$ cat src/rtl/cct_pkg.sv
package cct_pkg;

  // Strobes from the control half to the datapath half
  typedef struct packed {
    logic loadCount;    // counter takes write data
    logic stepCount;    // counter advances by one
    logic loadCompare;  // compare takes write data
  } dpCtrl_t;

endpackage

$ cat src/rtl/cct_datapath.sv
module cct_datapath
  import cct_pkg::*;
#(
  parameter int CNT_W       = 32,
  parameter int ADDR_W      = 5,
  parameter int COUNT_SEL   = 9,
  parameter int COMPARE_SEL = 11
) (
  input  logic              clk,
  input  logic              rstN,
  input  dpCtrl_t           ctrl,
  input  logic [CNT_W-1:0]  wrData,
  input  logic [ADDR_W-1:0] rdAddr,
  output logic [CNT_W-1:0]  countVal,
  output logic [CNT_W-1:0]  compareVal,
  output logic [CNT_W-1:0]  rdData,
  output logic              matchNext
);

  localparam logic [ADDR_W-1:0] COUNT_ADDR   = ADDR_W'(COUNT_SEL);
  localparam logic [ADDR_W-1:0] COMPARE_ADDR = ADDR_W'(COMPARE_SEL);
  localparam logic [CNT_W-1:0]  ONE          = CNT_W'(1);

  logic [CNT_W-1:0] countQ;
  logic [CNT_W-1:0] compareQ;
  logic [CNT_W-1:0] countInc;

  // Incremented value; wraps modulo 2^CNT_W
  assign countInc  = countQ + ONE;
  // Equality the next tick would produce
  assign matchNext = (countInc == compareQ);

  always_ff @(posedge clk) begin
    if (!rstN) begin
      countQ <= '0;
    end else if (ctrl.loadCount) begin
      countQ <= wrData;
    end else if (ctrl.stepCount) begin
      countQ <= countInc;
    end
  end

  always_ff @(posedge clk) begin
    if (!rstN) begin
      compareQ <= '0;
    end else if (ctrl.loadCompare) begin
      compareQ <= wrData;
    end
  end

  always_comb begin
    rdData = '0;
    if (rdAddr == COUNT_ADDR) begin
      rdData = countQ;
    end else if (rdAddr == COMPARE_ADDR) begin
      rdData = compareQ;
    end
  end

  assign countVal   = countQ;
  assign compareVal = compareQ;

endmodule

$ cat src/rtl/cct_control.sv
module cct_control
  import cct_pkg::*;
#(
  parameter int ADDR_W      = 5,
  parameter int COUNT_SEL   = 9,
  parameter int COMPARE_SEL = 11
) (
  input  logic              clk,
  input  logic              rstN,
  input  logic              tickEn,
  input  logic              regWrEn,
  input  logic [ADDR_W-1:0] regAddr,
  input  logic              matchNext,
  output dpCtrl_t           ctrl,
  output logic              timerIrq
);

  localparam logic [ADDR_W-1:0] COUNT_ADDR   = ADDR_W'(COUNT_SEL);
  localparam logic [ADDR_W-1:0] COMPARE_ADDR = ADDR_W'(COMPARE_SEL);

  logic hitCount;
  logic hitCompare;
  logic irqQ;
  logic irqD;

  assign hitCount   = regWrEn && (regAddr == COUNT_ADDR);
  assign hitCompare = regWrEn && (regAddr == COMPARE_ADDR);

  // A counter write takes priority over a tick in the same cycle
  always_comb begin
    ctrl.loadCount   = hitCount;
    ctrl.stepCount   = tickEn && !hitCount;
    ctrl.loadCompare = hitCompare;
  end

  // Compare write acknowledges; otherwise a tick onto compare sets; else hold
  always_comb begin
    irqD = irqQ;
    if (hitCompare) begin
      irqD = 1'b0;
    end else if (ctrl.stepCount && matchNext) begin
      irqD = 1'b1;
    end
  end

  always_ff @(posedge clk) begin
    if (!rstN) begin
      irqQ <= 1'b0;
    end else begin
      irqQ <= irqD;
    end
  end

  assign timerIrq = irqQ;

endmodule

$ cat src/rtl/cct_timer.sv
module cct_timer
  import cct_pkg::*;
#(
  parameter int CNT_W       = 32,
  parameter int ADDR_W      = 5,
  parameter int COUNT_SEL   = 9,
  parameter int COMPARE_SEL = 11
) (
  input  logic              clk,
  input  logic              rstN,
  input  logic              tickEn,
  input  logic              regWrEn,
  input  logic [ADDR_W-1:0] regAddr,
  input  logic [CNT_W-1:0]  regWrData,
  output logic [CNT_W-1:0]  regRdData,
  output logic              timerIrq
);

  dpCtrl_t          ctrl;
  logic             matchNext;
  logic [CNT_W-1:0] countVal;
  logic [CNT_W-1:0] compareVal;

  cct_control #(
    .ADDR_W(ADDR_W), .COUNT_SEL(COUNT_SEL), .COMPARE_SEL(COMPARE_SEL)
  ) u_control (
    .clk(clk), .rstN(rstN), .tickEn(tickEn), .regWrEn(regWrEn),
    .regAddr(regAddr), .matchNext(matchNext), .ctrl(ctrl), .timerIrq(timerIrq)
  );

  cct_datapath #(
    .CNT_W(CNT_W), .ADDR_W(ADDR_W), .COUNT_SEL(COUNT_SEL), .COMPARE_SEL(COMPARE_SEL)
  ) u_datapath (
    .clk(clk), .rstN(rstN), .ctrl(ctrl), .wrData(regWrData), .rdAddr(regAddr),
    .countVal(countVal), .compareVal(compareVal), .rdData(regRdData),
    .matchNext(matchNext)
  );

endmodule

$ cat config.mk
export PLATFORM = sky130hd
export DESIGN_NAME = cct_timer
export DESIGN_NICKNAME = d
export VERILOG_FILES = /design/src/rtl/cct_pkg.sv /design/src/rtl/cct_datapath.sv /design/src/rtl/cct_control.sv /design/src/rtl/cct_timer.sv
export SDC_FILE = /design/constraint.sdc
export NUM_CORES = 1
export LEC_CHECK = 0
export CORE_MARGIN = 2
export CORE_UTILIZATION = 30
export DETAILED_ROUTE_END_ITERATION = 7
export PLACE_DENSITY = 0.6
export SYNTH_ARGS = -nofsm -noshare
export SYNTH_HDL_FRONTEND = slang
export SYNTH_SLANG_ARGS = --single-unit
$ cat constraint.sdc
create_clock -name clk -period 6.9 [get_ports clk]
set_clock_uncertainty 0.05 [all_clocks]
set_input_delay 0.69 -clock clk [delete_from_list [all_inputs] [get_ports clk]]
set_output_delay 0.69 -clock clk [all_outputs]
set_load 0.03 [all_outputs]
==> flow_summary_export.csv <==
group,metric,value,unit
run_status,status,"completed",
cts,htreeDepth,3,
power_and_ir_drop,internal_power,0.703,mW
drt,wl_per_cell,16.5,um
worst_setup_path,max_stage_delay,0.69,ns
cts,root_buffer,"clkbuf_16",
place,hpwl,9620,um
worst_setup_path,timing.rr.start,"u_datapath.countVal[0]$_SDFFE_PN0P_",
sta,rsz0062_at_grt,"false",
worst_hold_path,worstHoldStart,"u_datapath.compareVal[27]$_SDFFE_PN0P_",
cts,clock_sinks,65,
floorplan,rows,45,
worst_setup_path,worstPathMaxFanout,35,
drt,drcViolationCount,0,
drt,antenna_left,0,
synthesis,synthesis.nets,646,
drt,wl,13700,um
grt,grt_pass1_wl,22200,um
synthesis,synthFlopType,"dfxtp_1",
sta,max_freq,302,MHz
layout,mostFrequentLayoutCell,"nand2_1",
synthesis,syn-cell-area,4570,um^2
drt,first_pass_iters,5,
sta,timing.final.hold_violations,0,
layout,layoutNonFillerInstCount,827,
synthesis,synth-edff-count,0,
power_and_ir_drop,pwr_density_cell,164,nW/um^2
sta,setup_ws,3.59,ns
sta,slew-limit-headroom,0.286,
drt,vias,4460,
job,cap_violations,0,
place,place_ws,3.20,ns
power_and_ir_drop,sw_frac_of_total,0.233,
synthesis,ys.warnings.count,0,
power_and_ir_drop,vdd_drop_max,0.000103,V
place,dp.cells,811,
synthesis,post_synth_num_cell_types,59,
sta,drv_slew,0,
cts,clk_path_buf_depth,2,
floorplan,start_util,0.304,
synthesis,yosysSeqAreaShare,0.285,
synthesis,ys_ff_latch,65,
place,gp_congestion,0.880,
layout,area_delta_synth_final,22.3,%
grt,gr-usage-all-layers,0.170,
drt,drtIter0Drc,361,
power_and_ir_drop,clock_power_share,0.486,
worst_setup_path,end_kind,"flop",
floorplan,coreArea,15000,um^2
cts,cts.reportedPaths.clkPinSlew,0.05,ns
floorplan,die_y,127,um
grt,first_global_vias,4380,
grt,overflow,0,
worst_setup_path,crit_chain,"clkdlybuf4s50_1 -> nand4bb_1 -> buf_4 -> or2_2 -> o2111ai_1 -> or4_1 -> nor4_1 -> nand4_1 -> o21ai_1",
cts,cts_tree,"built",
layout,final_cell_mix,"90 x nand2_1, 72 x clkdlybuf4s50_1, 71 x nor2_1, 65 x dfxtp_1, 39 x a21oi_1",
sta,fin_tns_setup,0,ns
layout,antenna_cells,0,
worst_setup_path,cp.required,7.12,ns
synthesis,syn_inst,604,
layout,nNetsFinal,676,
floorplan,ios,74,
place,placed_cell_area,5290,um^2
grt,antenna_found_initial,0,
power_and_ir_drop,leakage,1.88,nW
cts,cts.hold.buffers_added,0,
sta,min_period,3.31,ns
synthesis,postSynthAreaPerCell,7.56,um^2
worst_setup_path,crit_type,"input port to flop",
worst_hold_path,holdCritPathClass,"flop to flop",
power_and_ir_drop,comb_power_share,0.087,
cts,cts_buffers,9,
layout,post_route_cells_drive_above_1_share,0.0563,
synthesis,synth-async-reset-ratio,0,
drt,avgViaCountPerCell,5.39,
cts,clkLatencyLatePin,0.34,ns
worst_setup_path,critPathLaunch,"regAddr[2]",
floorplan,die-area,16200,um^2
power_and_ir_drop,switchingPower,0.214,mW
worst_setup_path,start_kind,"input port",
worst_setup_path,cp_slowest_cell,"or2_2",
place,portBuffers,73,
grt,grt_start_max_net_pins,62,
cts,cts_setup_buffers,0,
sta,worst_pin_slew,1.07,ns
power_and_ir_drop,p_seq_frac,0.427,
layout,finish.instance_area,5590,um^2
floorplan,die_w,127,um
sta,min_period_over_period,0.480,
cts,cts_resized,0,
sta,setup_viol,0,
worst_setup_path,cp.arrival,3.54,ns
==> critical path, delay by kind of cell <==
family	cells	cell delay [ns]
buffers and inverters	2	0.81
AOI/OAI and AO/OA	2	0.34
and+or+nand+nor	5	1.69
==> routing by layer <==
| metal | track usage | up-vias | routed length (um) |
|---|---|---|---|
| met5 | 0 | - | 0 |
| met4 | 0.0679 | 0 | 207 |
| met3 | 0.0272 | 17 | 604 |
| met2 | 0.288 | 104 | 6680 |
| met1 | 0.217 | 2151 | 6170 |
| li1 | - | 2188 | - |
==> logic make-up (layout without fill, tap and decap cells) <==
group,Yosys count,in the layout,synth area share
muxes,36,36,0.0792
AOI/OAI and AO/OA,114,114,0.161
and+or+nand+nor,265,265,0.293
adders and majority gates,1,1,0.00274
buffers and inverters,62,97,0.0627
DFF,65,65,0.285
xor gates and xnor gates,61,61,0.117
==> synthesized netlist by cell type, types with 9 or more instances <==
master	instances	share of area
dfxtp_1	65	0.28
and4_1	9	0.017
nand2_1	90	0.074
a21oi_1	39	0.043
xor2_1	35	0.067
o21ai_0	13	0.014
nor2_1	72	0.059
xnor2_1	26	0.050
a211oi_1	26	0.043
nor3_1	10	0.011
mux2i_1	35	0.077
nand4_1	14	0.019
clkbuf_1	30	0.025
buf_2	22	0.024
nand3_1	19	0.021
==> metrics by stage <==
stage | total power, mW | util | hold slack, ns
3_3_place_gp | 0.478 | 0.352 | 0.419
2_1_floorplan | 0.440 | - | 0.410
3_5_place_dp | 0.479 | 0.352 | 0.428
6_report | 0.917 | 0.372 | 0.435
5_1_grt | 0.943 | 0.372 | 0.455
4_1_cts | 0.922 | 0.372 | 0.435
==> sequential cells by signal (all words and copies together), names as in the netlist <==
register,flops
u_datapath.countVal,32
u_datapath.compareVal,32
u_control.timerIrq,1
==> power by group through the flow <==
stage	registers, mW	clock network, mW	logic, mW
floorplan	0.393	0	0.0469
global placement	0.399	0	0.0794
detailed placement	0.399	0	0.0800
CTS	0.391	0.450	0.0805
global route	0.392	0.464	0.0866
finish	0.391	0.446	0.0802
==> cell type report <==
cell class	count	area, um^2
Fill cell	1520	9450
Multi-Input combinational cell	477	2980
Sequential cell	65	1300
Timing Repair Buffer	78	763
Clock buffer	14	284
Tap cell	188	235
Inverter	3	11.3
Clock inverter	2	10.0
==> final timing paths <==
| path | depth (start not counted) | slack, ns | end |
|---|---|---|---|
| setup / recovery | 9 | 3.59 | u_control.timerIrq$_SDFFE_PP0P_ |
| hold / removal | 2 | 0.43 | u_datapath.compareVal[27]$_SDFFE_PN0P_ |
| setup reg to reg | 8 | 3.84 | u_control.timerIrq$_SDFFE_PP0P_ |
| hold reg to reg | 2 | 0.43 | u_datapath.compareVal[27]$_SDFFE_PN0P_ |
Power figures use the tool's default switching activity.
